--- config.mk ---
export PLATFORM = sky130hd
export DESIGN_NAME = samp_trig_sched
export DESIGN_NICKNAME = d
export VERILOG_FILES = /design/src/rtl/sts_pkg.sv /design/src/rtl/sts_rst_sync.sv /design/src/rtl/sts_period_timer.sv /design/src/rtl/sts_busy_merge.sv /design/src/rtl/sts_strobe_gen.sv /design/src/rtl/sts_seq.sv /design/src/rtl/samp_trig_sched.sv
export SDC_FILE = /design/constraint.sdc
export NUM_CORES = 1
export LEC_CHECK = 0
export BUFFER_PORTS_ARGS = -buffer_cell sky130_fd_sc_hd__buf_4
export CORE_ASPECT_RATIO = 0.8
export CORE_MARGIN = 8
export CORE_UTILIZATION = 30
export DETAILED_ROUTE_END_ITERATION = 6
export PLACE_DENSITY_LB_ADDON = 0.15
export SLEW_MARGIN = 10
export SYNTH_ARGS = -nofsm -noshare
export SYNTH_HDL_FRONTEND = slang
export SYNTH_HIERARCHICAL = 1
export SYNTH_SLANG_ARGS = --single-unit
export TNS_END_PERCENT = 50
--- constraint.sdc ---
create_clock -name clk_i -period 1.43 [get_ports clk_i]
set_input_delay 0.429 -clock clk_i [delete_from_list [all_inputs] [get_ports clk_i]]
set_output_delay 0.429 -clock clk_i [all_outputs]
set_load 0.02 [all_outputs]
--- src/rtl/sts_pkg.sv ---
package sts_pkg;

  typedef enum logic [1:0] {
    ST_IDLE = 2'd0,
    ST_CONV = 2'd1,
    ST_READ = 2'd2
  } seq_state_e;

  localparam int unsigned STS_MIN_WIDTH  = 2;
  localparam int unsigned STS_MIN_PERIOD = 2;

endpackage

--- src/rtl/sts_rst_sync.sv ---
module sts_rst_sync #(
  parameter int unsigned STAGES = 2
) (
  input  logic clk_i,
  input  logic rst_ni,
  output logic rst_no
);

  logic [STAGES-1:0] sync_q;

  always_ff @(posedge clk_i or negedge rst_ni) begin
    if (!rst_ni) begin
      sync_q <= '0;
    end else begin
      sync_q <= {sync_q[STAGES-2:0], 1'b1};
    end
  end

  assign rst_no = sync_q[STAGES-1];

endmodule

--- src/rtl/sts_period_timer.sv ---
module sts_period_timer #(
  parameter int unsigned PERIOD_W = 16
) (
  input  logic                clk_i,
  input  logic                rst_ni,
  input  logic                en_i,
  input  logic [PERIOD_W-1:0] period_i,
  output logic                boundary_o
);

  import sts_pkg::*;

  localparam logic [PERIOD_W-1:0] MIN_P = PERIOD_W'(STS_MIN_PERIOD);

  logic [PERIOD_W-1:0] cnt_q, cnt_d;
  logic [PERIOD_W-1:0] last_cnt;

  assign last_cnt   = (period_i < MIN_P) ? (MIN_P - 1'b1) : (period_i - 1'b1);
  assign boundary_o = en_i && (cnt_q == '0);

  always_comb begin
    cnt_d = cnt_q;
    if (!en_i) begin
      cnt_d = '0;
    end else if (cnt_q >= last_cnt) begin
      cnt_d = '0;
    end else begin
      cnt_d = cnt_q + 1'b1;
    end
  end

  always_ff @(posedge clk_i or negedge rst_ni) begin
    if (!rst_ni) begin
      cnt_q <= '0;
    end else begin
      cnt_q <= cnt_d;
    end
  end

  // a boundary is never followed directly by another one
  a_r3_boundary_spacing: assert property (@(posedge clk_i) disable iff (!rst_ni)
    boundary_o |=> !boundary_o);

endmodule

--- src/rtl/sts_busy_merge.sv ---
module sts_busy_merge #(
  parameter int unsigned NUM_CONV = 4
) (
  input  logic                clk_i,
  input  logic                rst_ni,
  input  logic [NUM_CONV-1:0] busy_i,
  output logic                fall_o
);

  logic any_busy;
  logic any_q;

  // The busy lines are combined bit by bit so that NUM_CONV can change
  logic [NUM_CONV:0] or_chain;
  assign or_chain[0] = 1'b0;
  for (genvar g = 0; g < NUM_CONV; g++) begin : g_or
    assign or_chain[g+1] = or_chain[g] | busy_i[g];
  end
  assign any_busy = or_chain[NUM_CONV];

  always_ff @(posedge clk_i or negedge rst_ni) begin
    if (!rst_ni) begin
      any_q <= 1'b0;
    end else begin
      any_q <= any_busy;
    end
  end

  assign fall_o = any_q && !any_busy;

  // the combined fall only reports when every converter is idle
  a_r5_fall_all_idle: assert property (@(posedge clk_i) disable iff (!rst_ni)
    fall_o |-> (busy_i == '0));

endmodule

--- src/rtl/sts_strobe_gen.sv ---
module sts_strobe_gen #(
  parameter int unsigned WIDTH_W = 8
) (
  input  logic               clk_i,
  input  logic               rst_ni,
  input  logic               en_i,
  input  logic               fire_i,
  input  logic [WIDTH_W-1:0] width_i,
  output logic               strobe_o
);

  import sts_pkg::*;

  localparam logic [WIDTH_W-1:0] MIN_W = WIDTH_W'(STS_MIN_WIDTH);

  logic               strobe_q, strobe_d;
  logic [WIDTH_W-1:0] left_q, left_d;
  logic [WIDTH_W-1:0] width_eff;

  assign width_eff = (width_i < MIN_W) ? MIN_W : width_i;

  always_comb begin
    strobe_d = strobe_q;
    left_d   = left_q;
    if (!en_i) begin
      strobe_d = 1'b0;
      left_d   = '0;
    end else if (fire_i) begin
      strobe_d = 1'b1;
      left_d   = width_eff - 1'b1;
    end else if (strobe_q) begin
      if (left_q == '0) begin
        strobe_d = 1'b0;
      end else begin
        left_d = left_q - 1'b1;
      end
    end
  end

  always_ff @(posedge clk_i or negedge rst_ni) begin
    if (!rst_ni) begin
      strobe_q <= 1'b0;
      left_q   <= '0;
    end else begin
      strobe_q <= strobe_d;
      left_q   <= left_d;
    end
  end

  assign strobe_o = strobe_q;

  // a strobe that ends on its own has been high for at least two cycles
  a_r4_min_width: assert property (@(posedge clk_i) disable iff (!rst_ni)
    ($fell(strobe_o) && $past(en_i)) |-> $past(strobe_o, 2));

endmodule

--- src/rtl/sts_seq.sv ---
module sts_seq #(
  parameter int unsigned TMO_W = 12
) (
  input  logic             clk_i,
  input  logic             rst_ni,
  input  logic             en_i,
  input  logic             boundary_i,
  input  logic             busy_fall_i,
  input  logic             rd_done_i,
  input  logic [TMO_W-1:0] timeout_i,
  output logic             fire_o,
  output logic             rd_req_o,
  output logic             overrun_o,
  output logic             timeout_o
);

  import sts_pkg::*;

  seq_state_e       st_q, st_d;
  logic [TMO_W-1:0] tcnt_q, tcnt_d;
  logic [TMO_W-1:0] tmo_eff;
  logic             req_q, req_d;
  logic             ovr_q, ovr_d;
  logic             tmo_q, tmo_d;

  assign tmo_eff = (timeout_i == '0) ? TMO_W'(1) : timeout_i;

  always_comb begin
    st_d   = st_q;
    tcnt_d = tcnt_q;
    req_d  = 1'b0;
    ovr_d  = ovr_q;
    tmo_d  = tmo_q;
    fire_o = 1'b0;
    if (!en_i) begin
      st_d   = ST_IDLE;
      tcnt_d = '0;
      ovr_d  = 1'b0;
      tmo_d  = 1'b0;
    end else begin
      unique case (st_q)
        ST_IDLE: begin
          if (boundary_i) begin
            fire_o = 1'b1;
            st_d   = ST_CONV;
            tcnt_d = '0;
          end
        end
        ST_CONV: begin
          if (busy_fall_i) begin
            st_d  = ST_READ;
            req_d = 1'b1;
          end else if (tcnt_q >= tmo_eff) begin
            st_d  = ST_IDLE;
            tmo_d = 1'b1;
          end else begin
            tcnt_d = tcnt_q + 1'b1;
          end
        end
        ST_READ: begin
          if (rd_done_i) begin
            st_d = ST_IDLE;
          end
        end
        default: st_d = ST_IDLE;
      endcase
      if (boundary_i && (st_q != ST_IDLE)) begin
        ovr_d = 1'b1;
      end
    end
  end

  always_ff @(posedge clk_i or negedge rst_ni) begin
    if (!rst_ni) begin
      st_q   <= ST_IDLE;
      tcnt_q <= '0;
      req_q  <= 1'b0;
      ovr_q  <= 1'b0;
      tmo_q  <= 1'b0;
    end else begin
      st_q   <= st_d;
      tcnt_q <= tcnt_d;
      req_q  <= req_d;
      ovr_q  <= ovr_d;
      tmo_q  <= tmo_d;
    end
  end

  assign rd_req_o  = req_q;
  assign overrun_o = ovr_q;
  assign timeout_o = tmo_q;

  // the readout request lasts a single cycle
  a_r5_req_pulse: assert property (@(posedge clk_i) disable iff (!rst_ni)
    rd_req_o |=> !rd_req_o);

  // overrun holds while the schedule runs
  a_r8_ovr_sticky: assert property (@(posedge clk_i) disable iff (!rst_ni)
    (overrun_o && en_i) |=> overrun_o);

  // timeout holds while the schedule runs
  a_r8_tmo_sticky: assert property (@(posedge clk_i) disable iff (!rst_ni)
    (timeout_o && en_i) |=> timeout_o);

  // a boundary that finds the readout open raises overrun
  a_r7_ovr_on_boundary: assert property (@(posedge clk_i) disable iff (!rst_ni)
    (boundary_i && en_i && (st_q == ST_READ)) |=> overrun_o);

endmodule

--- src/rtl/samp_trig_sched.sv ---
module samp_trig_sched #(
  parameter int unsigned NUM_CONV = 4,
  parameter int unsigned PERIOD_W = 16,
  parameter int unsigned WIDTH_W  = 8,
  parameter int unsigned TMO_W    = 12
) (
  input  logic                clk_i,
  input  logic                rst_ni,
  input  logic                enable_i,
  input  logic [PERIOD_W-1:0] period_i,
  input  logic [WIDTH_W-1:0]  width_i,
  input  logic [TMO_W-1:0]    timeout_i,
  input  logic [NUM_CONV-1:0] busy_i,
  input  logic                rd_done_i,
  output logic                conv_start_o,
  output logic                rd_req_o,
  output logic                overrun_o,
  output logic                timeout_o
);

  logic rst_n_s;
  logic boundary;
  logic busy_fall;
  logic fire;

  sts_rst_sync #(.STAGES(2)) u_rst_sync (
    .clk_i  (clk_i),
    .rst_ni (rst_ni),
    .rst_no (rst_n_s)
  );

  sts_period_timer #(.PERIOD_W(PERIOD_W)) u_timer (
    .clk_i      (clk_i),
    .rst_ni     (rst_n_s),
    .en_i       (enable_i),
    .period_i   (period_i),
    .boundary_o (boundary)
  );

  sts_busy_merge #(.NUM_CONV(NUM_CONV)) u_busy (
    .clk_i  (clk_i),
    .rst_ni (rst_n_s),
    .busy_i (busy_i),
    .fall_o (busy_fall)
  );

  sts_seq #(.TMO_W(TMO_W)) u_seq (
    .clk_i       (clk_i),
    .rst_ni      (rst_n_s),
    .en_i        (enable_i),
    .boundary_i  (boundary),
    .busy_fall_i (busy_fall),
    .rd_done_i   (rd_done_i),
    .timeout_i   (timeout_i),
    .fire_o      (fire),
    .rd_req_o    (rd_req_o),
    .overrun_o   (overrun_o),
    .timeout_o   (timeout_o)
  );

  sts_strobe_gen #(.WIDTH_W(WIDTH_W)) u_strobe (
    .clk_i    (clk_i),
    .rst_ni   (rst_n_s),
    .en_i     (enable_i),
    .fire_i   (fire),
    .width_i  (width_i),
    .strobe_o (conv_start_o)
  );

  // a readout request follows a cycle with every busy line low
  a_r5_req_after_idle: assert property (@(posedge clk_i) disable iff (!rst_n_s)
    rd_req_o |-> $past(busy_i == '0));

  // a start edge only appears while the schedule is enabled
  a_r2_start_enabled: assert property (@(posedge clk_i) disable iff (!rst_n_s)
    $rose(conv_start_o) |-> $past(enable_i));

  // nothing is asserted while reset is held
  a_r1_reset_quiet: assert property (@(posedge clk_i)
    !rst_n_s |-> !(conv_start_o || rd_req_o || overrun_o || timeout_o));

endmodule

==> out/results.tsv <==
stage	metric	value	unit
run_status	status	complete, but fails checks	
run_status	violated checks	setup timing	
worst_setup_path	max incr delay on CP	490	ps
drt	DR pass1 iterations	4	
sta	Worst Tran Pin Value	594	ps
synth	Yosys Warn Count	6	
sta	fin. max-slew vios	0	
clocking	Clock Latency Late Sink	290	ps
sta	count of final setup violators	40	
synth	Seq/Total Area, Yosys	0.308	
global_routing	GR Overflow Total	0	
sta	Setup WS post-layout	-1270	ps
place	dpl hpwl	8160	um
drt	Post-route DRC	0	
sta	clk_skew	8.38	ps
worst_setup_path	number of buffers and inverters on the critical path	1	
worst_setup_path	worst r2r src	u_timer/cnt_q[0]	
floorplan	Initial Util	0.304	
worst_setup_path	worst-path fanout max	5	
power_and_ir_drop	total power draw	0.00400	W
final_layout	Antenna Diode Count	0	
final_layout	share of cells above drive strength 1	0.432	
global_routing	initial antenna violation count	0	
clocking	Max Root-Sink Buffers	2	
worst_setup_path	beginning of the critical path	u_timer/cnt_q[0]	
drt	wire per inst	13.9	um
place	routability cong.	0.809	
drt	DRT Wirelength	10300	um
final_layout	Fill cells	1142	
worst_setup_path	Max stage delay cell, worst path	or4b_4	
global_routing	vias in the first global route	3595	
worst_hold_path	min-delay worst type	reg -> async	
sta	RSZ-0062 raised after global routing	true	
final_layout	Final Core Density	0.473	
floorplan	DIE WIDTH	139	um
synth	ys flop type	dfrtp_1	
clocking	CTS tree	yes	
clocking	Sink Count	45	
synth	Mapped Nets	487	
drt	vias	3636	
sta	post-route clock period utilization	1.89	
power_and_ir_drop	Worst VDD drop	0.000394	V
synth	number of synthesized flops with an enable pin	0	
place	Post-Place Cell Area	0.00517	mm2
sta	min Tclk post-route	2700	ps
synth	average cell area after synthesis	8.90	um2
global_routing	first-pass GRT wire length	17700	um
worst_setup_path	CP endpoint kind	register	
drt	Antenna Nets Post-Route	0	
floorplan	Die ar.	0.0160	mm2
global_routing	Total GRT Usage	0.134	
worst_setup_path	critical path class	reg -> reg	
global_routing	largest net degree at the start of global routing	44	
power_and_ir_drop	pwr dens	703	mW/mm2
synth	synthesized area	0.00365	mm2
place	port buffer count	47	
final_layout	fin area	0.00569	mm2
drt	DR vias/cell	4.93	
floorplan	die height	115	um
floorplan	FP Rows	36	
final_layout	nets	661	
synth	Synth async-reset ratio	1.00	
worst_setup_path	CP top delay family	simple AND/OR/NAND/NOR gates	
worst_setup_path	Critical Path AT	2880	ps
clocking	total CTS buffers	5	
clocking	CTS clk-pin slew, worst paths	60	ps
worst_setup_path	Cell Chain, Critical Path	inv_2, ha_4, nor4b_4, and4_1, and3_4, or4b_4, a21o_4, a2111oi_4, xnor2_1, a21boi_1	
sta	Max Clk Rate	371	MHz
floorplan	core region area	0.0120	mm2
worst_setup_path	CP required	1610	ps
clocking	H-Tree Depth	2	
synth	Synth Register Bits	45	
run	Max-Cap Viols	0	
synth	Netlist cell types	69	
synth	Cells after Synth	410	
clocking	root buffer cell	clkbuf_16	
floorplan	IO Pins	48	
worst_setup_path	CP Launch Type	register	
sta	Final Hold Viols	0	
drt	initial DRC count	189	
final_layout	synth-to-layout area growth	55.9	%
sta	relative slew slack	0.601	
power_and_ir_drop	Leak	2.71	nW
==> worst paths after layout <==
kind / to / slack, ps / cells after the start
worst max-delay path: u_strobe/left_q[5] / -1270 / 10
worst min-delay path: u_timer/cnt_q[13] / 240 / 1
worst min register to register: u_timer/cnt_q[13] / 240 / 1
min in group clk_i: u_rst_sync/sync_q[1] / 360 / 0
max in group asynchronous: u_rst_sync/sync_q[1] / 890 / 2
worst max register to register: u_strobe/left_q[5] / -1270 / 10
==> cells by family (layout without fill, tap and decap cells) <==
family,after synthesis,in the layout,share of synthesized area
simple gates,183,183,0.282
compound gates,74,74,0.165
flops,45,45,0.308
buf+inv,39,214,0.0445
fa+ha+maj,33,33,0.113
xor+xnor,31,31,0.0744
mux,4,4,0.0113
other cells,1,1,0.00103
==> report_power, final <==
| group | switching (W) | internal, W | total [W] |
|---|---|---|---|
| clock | 0.000496 | 0.000822 | 0.00132 |
| combinational | 0.000624 | 0.000702 | 0.00133 |
| sequential | 0.0000331 | 0.00133 | 0.00136 |
| total | 0.00115 | 0.00285 | 0.00400 |
==> cells in the final DEF (no fill, tap or decap), types with 4 or more instances in the layout <==
| cell | count |
|---|---|
| or3_1 | 5 |
| a21oi_1 | 14 |
| o21ai_0 | 5 |
| nor2_1 | 27 |
| ha_4 | 4 |
| clkbuf_16 | 5 |
| a211oi_1 | 5 |
| nand4_1 | 7 |
| inv_1 | 28 |
| a21oi_2 | 5 |
| dfrtp_1 | 44 |
| buf_4 | 163 |
| xnor2_1 | 22 |
| a221o_1 | 9 |
| ha_1 | 29 |
| nor4_1 | 6 |
| xor2_1 | 9 |
| or4_4 | 4 |
| nor4_4 | 4 |
| nand2_1 | 37 |
| nand3_1 | 13 |
| and3_1 | 10 |
| buf_6 | 8 |
| nor2_2 | 4 |
| nor3_1 | 24 |
==> registers in the layout, indices dropped and copies added (netlist names) <==
| signal | count |
|---|---|
| u_strobe/left_q | 8 |
| u_busy/any_q | 1 |
| u_seq/rd_req_o | 1 |
| u_strobe/strobe_o | 1 |
| u_timer/cnt_q | 16 |
| u_seq/st_q | 2 |
| u_seq/tcnt_q | 12 |
| u_seq/overrun_o | 1 |
| u_seq/timeout_o | 1 |
| u_rst_sync/sync_q | 2 |
==> repair_timing <==
action | CTS | global route
endpoints found under the setup margin | 40 | 40
pin swaps | 18 | 17
endpoints found under the hold margin | 2 | 0
resized for setup | 32 | 22
hold buffers | 1 | 0
setup buffers | 6 | 1
==> synthesized netlist by cell type, drive strengths merged, types with 4 or more instances <==
master   instances  area (um2)
a2111oi          4        53.8
a211oi           8        65.1
a21oi           19        95.1
a221o            9        90.1
and3            15         103
clkbuf           5        18.8
dfrtp           45        1130
ha              33         413
inv             31         116
nand2           37         139
nand2b           4        32.5
nand3           14        75.1
nand4            8        65.1
nor2            32         123
nor3            26         130
nor3b            4        30.0
nor4            12        81.3
o21ai            8        40.0
o31ai            4        43.8
or2              5        31.3
or3              8        56.3
or4              5        52.6
xnor2           22         193
xor2             9        78.8
==> worst reg2reg max path, cell delays in order, from the launching register on <==
cell       delay (ps)
dfrtp_1           390
inv_2              90
ha_4              120
nor4b_4           220
and4_1            260
and3_4            230
or4b_4            490
a21o_4            240
a2111oi_4         310
xnor2_1           150
a21boi_1           80
==> metrics by stage <==
step                      hold WS (ps)  setup WS, ps  setup TNS, ps  cells
after floorplan                    133         -1410         -42250    410
after global placement             211         -1590         -54620    721
after detailed placement           212         -1630         -57400    721
after CTS                          254         -1320         -42660    736
after global routing               278         -1420         -46210    737
final                              239         -1270         -41530    737
==> layer usage <==
layer	wire length [um]	share of wire	track usage
met5	0	0	0
met1	5300	0.52	0.191
met4	119	0.012	0.0336
met3	341	0.033	0.0254
met2	4510	0.44	0.204
==> cell type report <==
cell class                 count  area [um2]  share of cell area
inverter                      31         121              0.0213
clock inverter                 2        35.0             0.00615
multi-input combinational    326        2710               0.476
sequential                    45        1130               0.198
tap                          152         190              0.0334
clock buffer                   6         129              0.0226
timing repair buffer         175        1380               0.242
Power figures use the tool's default switching activity.
